## config.mk

```make
export PLATFORM = sky130hd
export DESIGN_NAME = rx_flow_ctrl
export DESIGN_NICKNAME = d
export VERILOG_FILES = /design/src/rtl/rfc_pkg.sv /design/src/rtl/rfc_thresh.sv /design/src/rtl/rfc_rts_sel.sv /design/src/rtl/rfc_xchar.sv /design/src/rtl/rx_flow_ctrl.sv
export SDC_FILE = /design/constraint.sdc
export NUM_CORES = 1
export LEC_CHECK = 0
export CAP_MARGIN = 40
export CORE_UTILIZATION = 45
export CTS_BUF_LIST = sky130_fd_sc_hd__clkbuf_8
export DETAILED_ROUTE_END_ITERATION = 10
export DONT_BUFFER_PORTS = 1
export GPL_ROUTABILITY_DRIVEN = 0
export PLACE_DENSITY = 0.57
export SLEW_MARGIN = 20
export SYNTH_ARGS = -nofsm -noshare
export SYNTH_HDL_FRONTEND = slang
export SYNTH_SLANG_ARGS = --single-unit
```

## constraint.sdc

```tcl
create_clock -name clk_i -period 2.4 [get_ports clk_i]
set_clock_uncertainty 0.1 [all_clocks]
set_input_delay 0 -clock clk_i [delete_from_list [all_inputs] [get_ports clk_i]]
set_output_delay 0 -clock clk_i [all_outputs]
set_load 0.005 [all_outputs]
```

## src/rtl/rfc_pkg.sv

```systemverilog
package rfc_pkg;
  typedef enum logic [1:0] {
    RTS_SRC_MANUAL = 2'd0,
    RTS_SRC_AUTO   = 2'd1,
    RTS_SRC_DIR    = 2'd2
  } rts_src_e;
endpackage

```

## src/rtl/rfc_thresh.sv

```systemverilog
module rfc_thresh #(
  parameter int LVL_W   = 7,
  parameter int FIELD_W = 4,
  parameter int SCALE   = 4
) (
  input  logic [LVL_W-1:0]     level_i,
  input  logic [2*FIELD_W-1:0] thresh_i,
  output logic                 below_halt_o,
  output logic                 above_halt_o,
  output logic                 at_resume_o
);
  localparam int SH = $clog2(SCALE);

  logic [LVL_W-1:0] halt_lvl, resume_lvl;

  generate
    if ((1 << SH) == SCALE) begin : g_shift
      assign halt_lvl   = LVL_W'(thresh_i[FIELD_W-1:0]) << SH;
      assign resume_lvl = LVL_W'(thresh_i[2*FIELD_W-1:FIELD_W]) << SH;
    end else begin : g_mult
      assign halt_lvl   = LVL_W'(thresh_i[FIELD_W-1:0]) * LVL_W'(SCALE);
      assign resume_lvl = LVL_W'(thresh_i[2*FIELD_W-1:FIELD_W]) * LVL_W'(SCALE);
    end
  endgenerate

  assign below_halt_o = level_i <  halt_lvl;
  assign above_halt_o = level_i >  halt_lvl;
  assign at_resume_o  = level_i <= resume_lvl;
endmodule

```

## src/rtl/rfc_rts_sel.sv

```systemverilog
module rfc_rts_sel
  import rfc_pkg::*;
(
  input  logic clk_i,
  input  logic rst_ni,
  input  logic dir_en_i,
  input  logic auto_en_i,
  input  logic tx_busy_i,
  input  logic below_halt_i,
  input  logic manual_i,
  output logic rts_no
);
  rts_src_e src;
  logic     rts_n_d;

  always_comb begin
    if (dir_en_i)       src = RTS_SRC_DIR;
    else if (auto_en_i) src = RTS_SRC_AUTO;
    else                src = RTS_SRC_MANUAL;
  end

  always_comb begin
    unique case (src)
      RTS_SRC_DIR:  rts_n_d = ~tx_busy_i;
      RTS_SRC_AUTO: rts_n_d = ~below_halt_i;
      default:      rts_n_d = ~manual_i;
    endcase
  end

  always_ff @(posedge clk_i or negedge rst_ni) begin
    if (!rst_ni) rts_no <= 1'b1;
    else         rts_no <= rts_n_d;
  end
endmodule

```

## src/rtl/rfc_xchar.sv

```systemverilog
module rfc_xchar #(
  parameter int CHAR_W = 8
) (
  input  logic              clk_i,
  input  logic              rst_ni,
  input  logic              en_i,
  input  logic              above_halt_i,
  input  logic              at_resume_i,
  input  logic [CHAR_W-1:0] xon_i,
  input  logic [CHAR_W-1:0] xoff_i,
  input  logic              ack_i,
  output logic              req_o,
  output logic [CHAR_W-1:0] char_o
);
  logic halted_q;

  always_ff @(posedge clk_i or negedge rst_ni) begin
    if (!rst_ni) begin
      halted_q <= 1'b0;
      req_o    <= 1'b0;
      char_o   <= '0;
    end else if (!en_i) begin
      halted_q <= 1'b0;
      req_o    <= 1'b0;
    end else if (req_o) begin
      // hold until the transmitter takes it
      if (ack_i) req_o <= 1'b0;
    end else if (!halted_q && above_halt_i) begin
      req_o    <= 1'b1;
      char_o   <= xoff_i;
      halted_q <= 1'b1;
    end else if (halted_q && at_resume_i) begin
      req_o    <= 1'b1;
      char_o   <= xon_i;
      halted_q <= 1'b0;
    end
  end
endmodule

```

## src/rtl/rx_flow_ctrl.sv

```systemverilog
module rx_flow_ctrl #(
  parameter int FIFO_DEPTH = 64,
  parameter int FIELD_W    = 4,
  parameter int LVL_SCALE  = 4,
  parameter int CHAR_W     = 8,
  localparam int LVL_W     = $clog2(FIFO_DEPTH + 1)
) (
  input  logic                 clk_i,
  input  logic                 rst_ni,
  input  logic [LVL_W-1:0]     rx_level_i,
  input  logic [2*FIELD_W-1:0] thresh_i,
  input  logic                 auto_rts_en_i,
  input  logic                 sw_flow_en_i,
  input  logic                 manual_rts_i,
  input  logic                 rs485_en_i,
  input  logic                 tx_busy_i,
  input  logic [CHAR_W-1:0]    xon_char_i,
  input  logic [CHAR_W-1:0]    xoff_char_i,
  input  logic                 send_ack_i,
  output logic                 rts_no,
  output logic                 send_req_o,
  output logic [CHAR_W-1:0]    send_char_o
);
  logic below_halt, above_halt, at_resume;

  rfc_thresh #(
    .LVL_W  (LVL_W),
    .FIELD_W(FIELD_W),
    .SCALE  (LVL_SCALE)
  ) u_thresh (
    .level_i     (rx_level_i),
    .thresh_i    (thresh_i),
    .below_halt_o(below_halt),
    .above_halt_o(above_halt),
    .at_resume_o (at_resume)
  );

  rfc_rts_sel u_rts (
    .clk_i       (clk_i),
    .rst_ni      (rst_ni),
    .dir_en_i    (rs485_en_i),
    .auto_en_i   (auto_rts_en_i),
    .tx_busy_i   (tx_busy_i),
    .below_halt_i(below_halt),
    .manual_i    (manual_rts_i),
    .rts_no      (rts_no)
  );

  rfc_xchar #(.CHAR_W(CHAR_W)) u_xchar (
    .clk_i       (clk_i),
    .rst_ni      (rst_ni),
    .en_i        (sw_flow_en_i),
    .above_halt_i(above_halt),
    .at_resume_i (at_resume),
    .xon_i       (xon_char_i),
    .xoff_i      (xoff_char_i),
    .ack_i       (send_ack_i),
    .req_o       (send_req_o),
    .char_o      (send_char_o)
  );
endmodule

```

==> results.toml, run 1 <==
[cts]
cts_tree = "done"
cts_root_buf = "clkbuf_8"
clk_pin_slew_ps = 50
insertion_delay_ps = 230
clkSinkCount = 11
htree_num_levels = 1
numCtsBuffers = 3
clock_path_buffers = 2

[sta]
worst_slack_ps = 70.8
tightest_slew_ps = 518
min_period_ps = 2330
finalMaxSlewViolations = 0
rsz0062_at_grt = "false"
max_freq_ghz = 0.429
final.setup.tns_ps = 0
min_period_over_period_pct = 97.1
setup_violations = 0
slew_headroom_pct = 65.4
hold_viol = 0
holdWs_ps = 4.11

[detailed_routing]
initialDrtViolationCount = 8
wl_per_cell_um = 15.8
wl_mm = 2.15
viasPerCell = 5.58
dr.pass1.iters = 4
drc = 0
ant_nets = 0
via_count = 759

[finish]
nNetsFinal = 159
syn_to_final_growth_pct = 30.9
fillers = 169
final_area_mm2 = 0.00115
drive_above_1_share_pct = 20.7
diodes = 0
instances_no_fill = 136

[global_route]
grt_pass1_wl_mm = 3.26
grt_pass1_vias = 778
grt.total_usage_pct = 22.1
antenna_found_initial = 0
grt_max_degree = 12
overflow = 0

[synth]
ys.flop_type = "dfrtp_1"
postSynthAreaPerCell_um2 = 9.84
synth_edf_count = 0
synth-seq-area-share_pct = 31.6
yosys_warnings = 0
syn_inst = 89
syn_nets = 136
synth_seq_cells = 11
synth-async-reset-ratio_pct = 100
synthDistinctLibCells = 30
syn_area_um2 = 876

[worst_setup_path]
crit_fanout = 9
crit_path_end_kind = "flop"
worstSetupPathType = "flop to flop"
worstSetupStartpointType = "flop"
reg2regPathDepth = 5
crit_chain = "and2b_2 -> o211ai_2 -> or2_4 -> a311oi_2 -> dlygate4sd3_1"
critical_path.top_delay_family = "simple AND/OR/NAND/NOR gates"
timing.rr.start = "u_xchar.req_o$_DFF_PN0_"
crit_path_top_delay_cell = "dlygate4sd3_1"
reg2reg_slack_ps = 70
cp.required_ps = 2460
worstReg2RegEnd = "u_xchar.char_o[0]$_DFFE_PN0P_"
cp.buffers_inverters = 1
slowest_delay_ps = 610
arrival_ps = 2390

[worst_hold_path]
hold_end = "u_xchar.char_o[5]$_DFFE_PN0P_"
hold_class = "input port to flop"
hold_depth = 2
worstHoldStart = "xoff_char_i[5]"

[die]
die_h_um = 46.1
rows = 15
core_area_mm2 = 0.00178
die-area_mm2 = 0.00213
initial_core_util_pct = 49.1
pin_count = 49
dieWidth_um = 46.1

[power]
power_frac_seq_pct = 37.8
vdd_drop_max_mv = 0.605
powerDensity_mw_per_mm2 = 746
power_frac_comb_pct = 41.5
leakage_nw = 0.510
switching_share_pct = 32.5
p_int_mw = 0.577
pwr-share-clk_pct = 20.8
switchingPower_mw = 0.278

[placed_design]
preCtsSetupSlack_ps = 582
port_buffers = 0
dp_hpwl_mm = 1.49
dpl_cell_area_um2 = 897
dp_cells = 112

[run_status]
outcome = "complete, no violations"

[flow_run]
maxCapViolCount = 0
-- stage by stage --
step	total power, mW	util [%]
detailed placement	0.567	50.3
CTS	0.849	63.5
finish	0.855	64.3
global placement	0.561	50.3
global route	0.911	64.3
floorplan	0.517	-
-- final cells by class --
class                      instances  area, um2  share of cell area (%)
multi-input combinational         55        507                    44.2
sequential                        11        277                    24.1
timing repair buffer              22        215                    18.8
inverter                          19       71.3                    6.22
clock buffer                       3       41.3                    3.60
tap                               25       31.3                    2.73
clock inverter                     1       3.75                   0.328
-- cell usage after synthesis, types with 2 or more instances --
master    instances  area, um2
dfrtp_1          10        250
a21o_1            2       15.0
inv_1            19       71.3
buf_6             2       22.5
a311oi_2          8        120
nand2_1           2       7.51
a21oi_1           2       10.0
ha_1              8        100
a211oi_1          8       60.1
nor3_1            8       40.0
-- power groups by stage --
stage	clock, mW	combinational, mW	sequential [mW]
floorplan	0	0.206	0.312
global placement	0	0.238	0.322
detailed placement	0	0.242	0.325
CTS	0.183	0.344	0.322
global route	0.194	0.385	0.332
finish	0.177	0.355	0.323
-- cells by family after synthesis --
kind of cell | count (synthesis) | share of synthesized area, %
compound gates | 27 | 30.9
fa+ha+maj | 8 | 11.4
buf+inv | 23 | 11.7
flops | 11 | 31.6
mux | 2 | 2.43
simple gates | 18 | 12.0
-- state kept, by name, summed over array words and instances (netlist names) --
signal and cells:
u_xchar.char_o 8, u_rts.rts_no 1, u_xchar.halted_q 1, u_xchar.req_o 1
-- placed cells by master, fill, tap and decap left out, types with 2 or more instances in the layout --
master / Yosys / routed
ha_1: 8 / 8
nor3_1: 8 / 8
dfrtp_1: 10 / 10
nand2_1: 2 / 2
inv_1: 19 / 20
a21oi_1: 2 / 2
dlygate4sd3_1: 0 / 20
a211oi_1: 8 / 8
clkbuf_8: 0 / 3
a311oi_2: 8 / 8
buf_4: 0 / 2
-- what timing repair did --
item                                   in CTS  in global routing
hold buffers                               19                  1
endpoints found under the hold margin      22                  1
setup endpoints to repair                   0                  7
setup buffers                               0                  0
gates resized for setup                     0                  2
-- how the worst max path moves through the flow --
stage	endpoint	depth (start not counted)	from	slack [ps]
2_1_floorplan	u_xchar.req_o$_DFF_PN0_	7	thresh_i[3]	640
3_5_place_dp	u_xchar.char_o[5]$_DFFE_PN0P_	4	u_xchar.req_o$_DFF_PN0_	580
6_report	u_xchar.char_o[0]$_DFFE_PN0P_	5	u_xchar.req_o$_DFF_PN0_	70
3_3_place_gp	u_xchar.char_o[5]$_DFFE_PN0P_	4	u_xchar.req_o$_DFF_PN0_	580
5_1_grt	u_xchar.char_o[0]$_DFFE_PN0P_	5	u_xchar.req_o$_DFF_PN0_	30
4_1_cts	u_xchar.char_o[0]$_DFFE_PN0P_	5	u_xchar.req_o$_DFF_PN0_	30
-- per-layer routing --
metal	share of wire (%)	track usage, %	vias to the layer above
li1	-	-	372
met1	44	26.4	357
met2	49	34.9	28
met3	7.1	10.6	2
met4	0.42	7.06	0
met5	0	0	-
(Power assumes the default switching activity.)
==> run 2, diff against run 1 <==
Settings changed: CORE_MARGIN set to 2, PLACE_DENSITY 0.57 to 0.59.
Clock period 2.4 ns to 1.91 ns, I/O delays scaled along.
==> run 2 against run 1 <==
  * Worst hold slack better by 76 ps
  * Critical path depth down 1
  * Combinational power up 5%
  * Count of clock-buffer cells in the layout unchanged
  * Sequential power up 27%
  * Design area up 5.8%
  * Flip-flop and latch count unchanged
  * Critical endpoint is now u_xchar.char_o[3]$_DFFE_PN0P_
==> results.toml, run 2 (synthesized netlist as in run 1, its figures left out) <==
[sta]
tightest_slew_ps = 536
min_period_ps = 1680
rsz0062_at_grt = "false"
min_period_over_period_pct = 88.1
slew_headroom_pct = 64.2
worst_slack_ps = 227
max_freq_ghz = 0.594
setup_violations = 0
finalMaxSlewViolations = 0
hold_viol = 0
holdWs_ps = 80.2
final.setup.tns_ps = 0

[cts]
clkSinkCount = 11
clk_pin_slew_ps = 50
clock_path_buffers = 2
cts_root_buf = "clkbuf_8"
numCtsBuffers = 3
post_cts_resized = 0
insertion_delay_ps = 240
post_cts_buffers = 0
cts_tree = "done"
htree_num_levels = 1

[global_route]
grt_pass1_vias = 760
grt.total_usage_pct = 21.5
grt_max_degree = 12
grt_pass1_wl_mm = 3.35
overflow = 0
antenna_found_initial = 0

[detailed_routing]
via_count = 792
initialDrtViolationCount = 6
viasPerCell = 5.50
ant_nets = 0
drc = 0
dr.pass1.iters = 4
wl_mm = 2.32
wl_per_cell_um = 16.1

[placed_design]
dp_hpwl_mm = 1.59
dp_cells = 116
preCtsSetupSlack_ps = 81.8
port_buffers = 0

[flow_run]
maxCapViolCount = 0

[finish]
drive_above_1_share_pct = 21.8
syn_to_final_growth_pct = 38.4
instances_no_fill = 144
regMostFlops = "u_xchar.char_o"
layout_common_cells = "dlygate4sd3_1 (24), inv_1 (20), dfrtp_1 (10)"
largest_register_ffs = 8
diodes = 0
layout_commonest_cell = "dlygate4sd3_1"
nNetsFinal = 167

[die]
pin_count = 49
die-area_mm2 = 0.00232
initial_core_util_pct = 49.1
die_h_um = 48.1
rows = 15
core_area_mm2 = 0.00178
dieWidth_um = 48.1

[worst_setup_path]
cp.buffers_inverters = 0
crit_fanout = 9
reg2reg_slack_ps = 230
timing.rr.start = "u_xchar.req_o$_DFF_PN0_"
critical_path.top_delay_family = "simple AND/OR/NAND/NOR gates"
crit_path_top_delay_cell = "dfrtp_1"
worstReg2RegEnd = "u_xchar.char_o[3]$_DFFE_PN0P_"
crit_path_end_kind = "flop"
cp.required_ps = 1950
arrival_ps = 1720
worstSetupPathType = "flop to flop"
crit_chain = "and2b_2 -> o211ai_2 -> or2_2 -> a311oi_2"
worstSetupStartpointType = "flop"
slowest_delay_ps = 420
reg2regPathDepth = 4

[worst_hold_path]
hold_class = "input port to async pin"

[power]
leakage_nw = 0.547
vdd_drop_max_mv = 0.594
powerDensity_mw_per_mm2 = 838
total_power_mw = 1.02

[run_status]
outcome = "complete, no violations"
run 2: how the worst max path moves through the flow:
stage | startpoint | endpoint | slack (ps) | cells after the start
after CTS | u_xchar.req_o$_DFF_PN0_ | u_xchar.char_o[1]$_DFFE_PN0P_ | 240 | 4
after detailed placement | thresh_i[3] | u_xchar.char_o[7]$_DFFE_PN0P_ | 80 | 6
after floorplan | thresh_i[3] | u_xchar.req_o$_DFF_PN0_ | 150 | 7
final | u_xchar.req_o$_DFF_PN0_ | u_xchar.char_o[3]$_DFFE_PN0P_ | 230 | 4
after global placement | thresh_i[3] | u_xchar.char_o[7]$_DFFE_PN0P_ | 150 | 6
after global routing | u_xchar.req_o$_DFF_PN0_ | u_xchar.char_o[3]$_DFFE_PN0P_ | 170 | 4
run 2: worst register-to-register path: cells and delay by family, from the launching register on:
| family | cells | cell delay (ps) |
|---|---|---|
| AOI/OAI and AO/OA | 2 | 420 |
| DFF | 1 | 420 |
| and+or+nand+nor | 2 | 660 |
run 2: through the flow:
stage	util, %	area (um2)
2_1_floorplan	-	876
3_3_place_gp	52.0	927
3_5_place_dp	52.0	927
4_1_cts	68.0	1210
5_1_grt	68.0	1210
6_report	68.0	1210
run 2: cell type report:
class | count | area, um2
clock buffers | 3 | 41.3
clock inverters | 1 | 3.75
fillers | 144 | 571
inverters | 19 | 71.3
multi-input cells | 55 | 503
flip-flops and latches | 11 | 277
well taps | 25 | 31.3
repair buffers | 30 | 285
run 2: where the power goes:
group          switching, mW  internal, mW  leakage [nW]
clock                 0.0947         0.142        0.0269
sequential            0.0770         0.332         0.123
combinational          0.178         0.193         0.396
total                  0.350         0.666         0.547
run 2: repair_timing:
action                                  in CTS  in global routing
hold endpoints to repair                    22                  0
hold buffers                                24                  0
endpoints found under the setup margin       0                  0
run 2: routing by layer:
layer / share of wire, % / up-vias / GRT usage (%)
met3: 8.2 / 0 / 7.78
li1: - / 389 / -
met2: 48 / 35 / 36.5
met5: 0 / - / 0
met1: 44 / 368 / 27.5
met4: 0 / 0 / 1.62
==> run 3, diff against run 2 <==
Settings changed: HOLD_SLACK_MARGIN set to 0.12, RECOVER_POWER set to 25.
==> run 3 against run 2 <==
  * Maximum frequency hardly changed
  * Flip-flop and latch count stayed put
  * Sequential power hardly changed
  * Design area is 0.83% higher
  * Power is 0.27% higher
  * Combinational power is 1% higher
  * Register-to-register slack hardly changed
  * Largest power group unchanged
  * Sequential share of layout area is 0.19 points lower
  * Via count is 2.0% higher
==> results.toml, run 3 (synthesized netlist as in run 1, its figures left out) <==
[cts]
post_cts_buffers = 0
cts_root_buf = "clkbuf_8"
htree_num_levels = 1
clk_pin_slew_ps = 50
cts_tree = "done"
insertion_delay_ps = 240
clock_path_buffers = 2
numCtsBuffers = 3
clkSinkCount = 11

[sta]
hold_viol = 0
min_period_over_period_pct = 88.2
setup_violations = 0
holdWs_ps = 153
tightest_slew_ps = 539
final.setup.tns_ps = 0
max_freq_ghz = 0.594
rsz0062_at_grt = "false"
worst_slack_ps = 226
min_period_ps = 1680
finalMaxSlewViolations = 0
slew_headroom_pct = 64.0

[flow_run]
maxCapViolCount = 0

[global_route]
grt_pass1_wl_mm = 3.60
grt.total_usage_pct = 23.1
overflow = 0
grt_max_degree = 12
antenna_found_initial = 0
grt_pass1_vias = 804

[finish]
largest_register_ffs = 8
final_area_mm2 = 0.00122
diodes = 0
syn_to_final_growth_pct = 39.6
nNetsFinal = 168
regMostFlops = "u_xchar.char_o"
layout_commonest_cell = "dlygate4sd3_1"
fillers = 146
drive_above_1_share_pct = 21.7
instances_no_fill = 145
layout_common_cells = "dlygate4sd3_1 (25), inv_1 (20), dfrtp_1 (10)"
fin_util_pct = 68.6

[placed_design]
preCtsSetupSlack_ps = 81.8
dp_hpwl_mm = 1.59
port_buffers = 0
dpl_cell_area_um2 = 927
dp_cells = 116

[power]
powerDensity_mw_per_mm2 = 834
leakage_nw = 0.551
vdd_drop_max_mv = 0.603
total_power_mw = 1.02

[detailed_routing]
ant_nets = 0
routed-wl-met3_um = 146
wl_per_cell_um = 16.8
top_layer = "met4"
initialDrtViolationCount = 13
wl_met1_mm = 1.07
drc = 0
viasPerCell = 5.57
dr.pass1.iters = 4
wl_mm = 2.44
via_count = 808
dr_wl_met2_mm = 1.21

[die]
dieWidth_um = 48.1
core_area_mm2 = 0.00178
rows = 15
die_h_um = 48.1
die-area_mm2 = 0.00232
pin_count = 49
initial_core_util_pct = 49.1

[worst_setup_path]
critical_path.top_delay_family = "simple AND/OR/NAND/NOR gates"
crit_fanout = 9
path_depth = 4
cp.required_ps = 1950
cp.buffers_inverters = 0
reg2regPathDepth = 4
crit_chain = "and2b_2 -> o211ai_2 -> or2_2 -> a311oi_2"
slowest_delay_ps = 420
crit_path_end_kind = "flop"
worstSetupStartpointType = "flop"
arrival_ps = 1720
crit_path_top_delay_cell = "dfrtp_1"
worstSetupPathType = "flop to flop"

[run_status]
outcome = "complete, no violations"

[worst_hold_path]
hold_depth = 4
hold_class = "input port to flop"
[run 3: cell types whose count changed in the layout (fill, tap and decap cells not counted)]
cell / change
dlygate4sd3_1: +1
[run 3: path summary, 6_finish.rpt]
check | slack (ps) | to | startpoint
setup / recovery | 230 | u_xchar.char_o[3]$_DFFE_PN0P_ | u_xchar.req_o$_DFF_PN0_
hold / removal | 150 | u_xchar.req_o$_DFF_PN0_ | rx_level_i[1]
setup reg to reg | 230 | u_xchar.char_o[3]$_DFFE_PN0P_ | u_xchar.req_o$_DFF_PN0_
hold reg to reg | 450 | u_xchar.halted_q$_DFFE_PN0P_ | u_xchar.halted_q$_DFFE_PN0P_
max in group asynchronous | 710 | u_rts.rts_no$_DFF_PN1_ | rst_ni
min in group asynchronous | 630 | u_xchar.char_o[2]$_DFFE_PN0P_ | rst_ni
[run 3: power by group]
group	switching, mW	internal (mW)
logic	0.181	0.194
registers	0.0756	0.332
clock network	0.0949	0.142
total	0.351	0.668
[run 3: area by class of cell]
class	count	area (um2)	share of cell area, %
Multi-Input combinational cell	55	503	41.1
Timing Repair Buffer	31	295	24.2
Sequential cell	11	277	22.6
Inverter	19	71.3	5.83
Clock buffer	3	41.3	3.38
Tap cell	25	31.3	2.56
Clock inverter	1	3.75	0.307
[run 3: what timing repair did]
action	4_1_cts	5_1_grt
hold buffers	25	0
hold endpoints to repair	22	0
resized for setup	0	0
[run 3: tightest hold or removal path, stage by stage]
cell and delay [ps]:
or3_4 110, o211ai_1 90, o22ai_1 110, a21bo_2 150
[run 3: routing by layer]
layer  track usage [%]  vias up
li1                  -      391
met1              28.3      379
met2              40.8       36
met3              7.41        2
met4              3.24        0
met5                 0        -
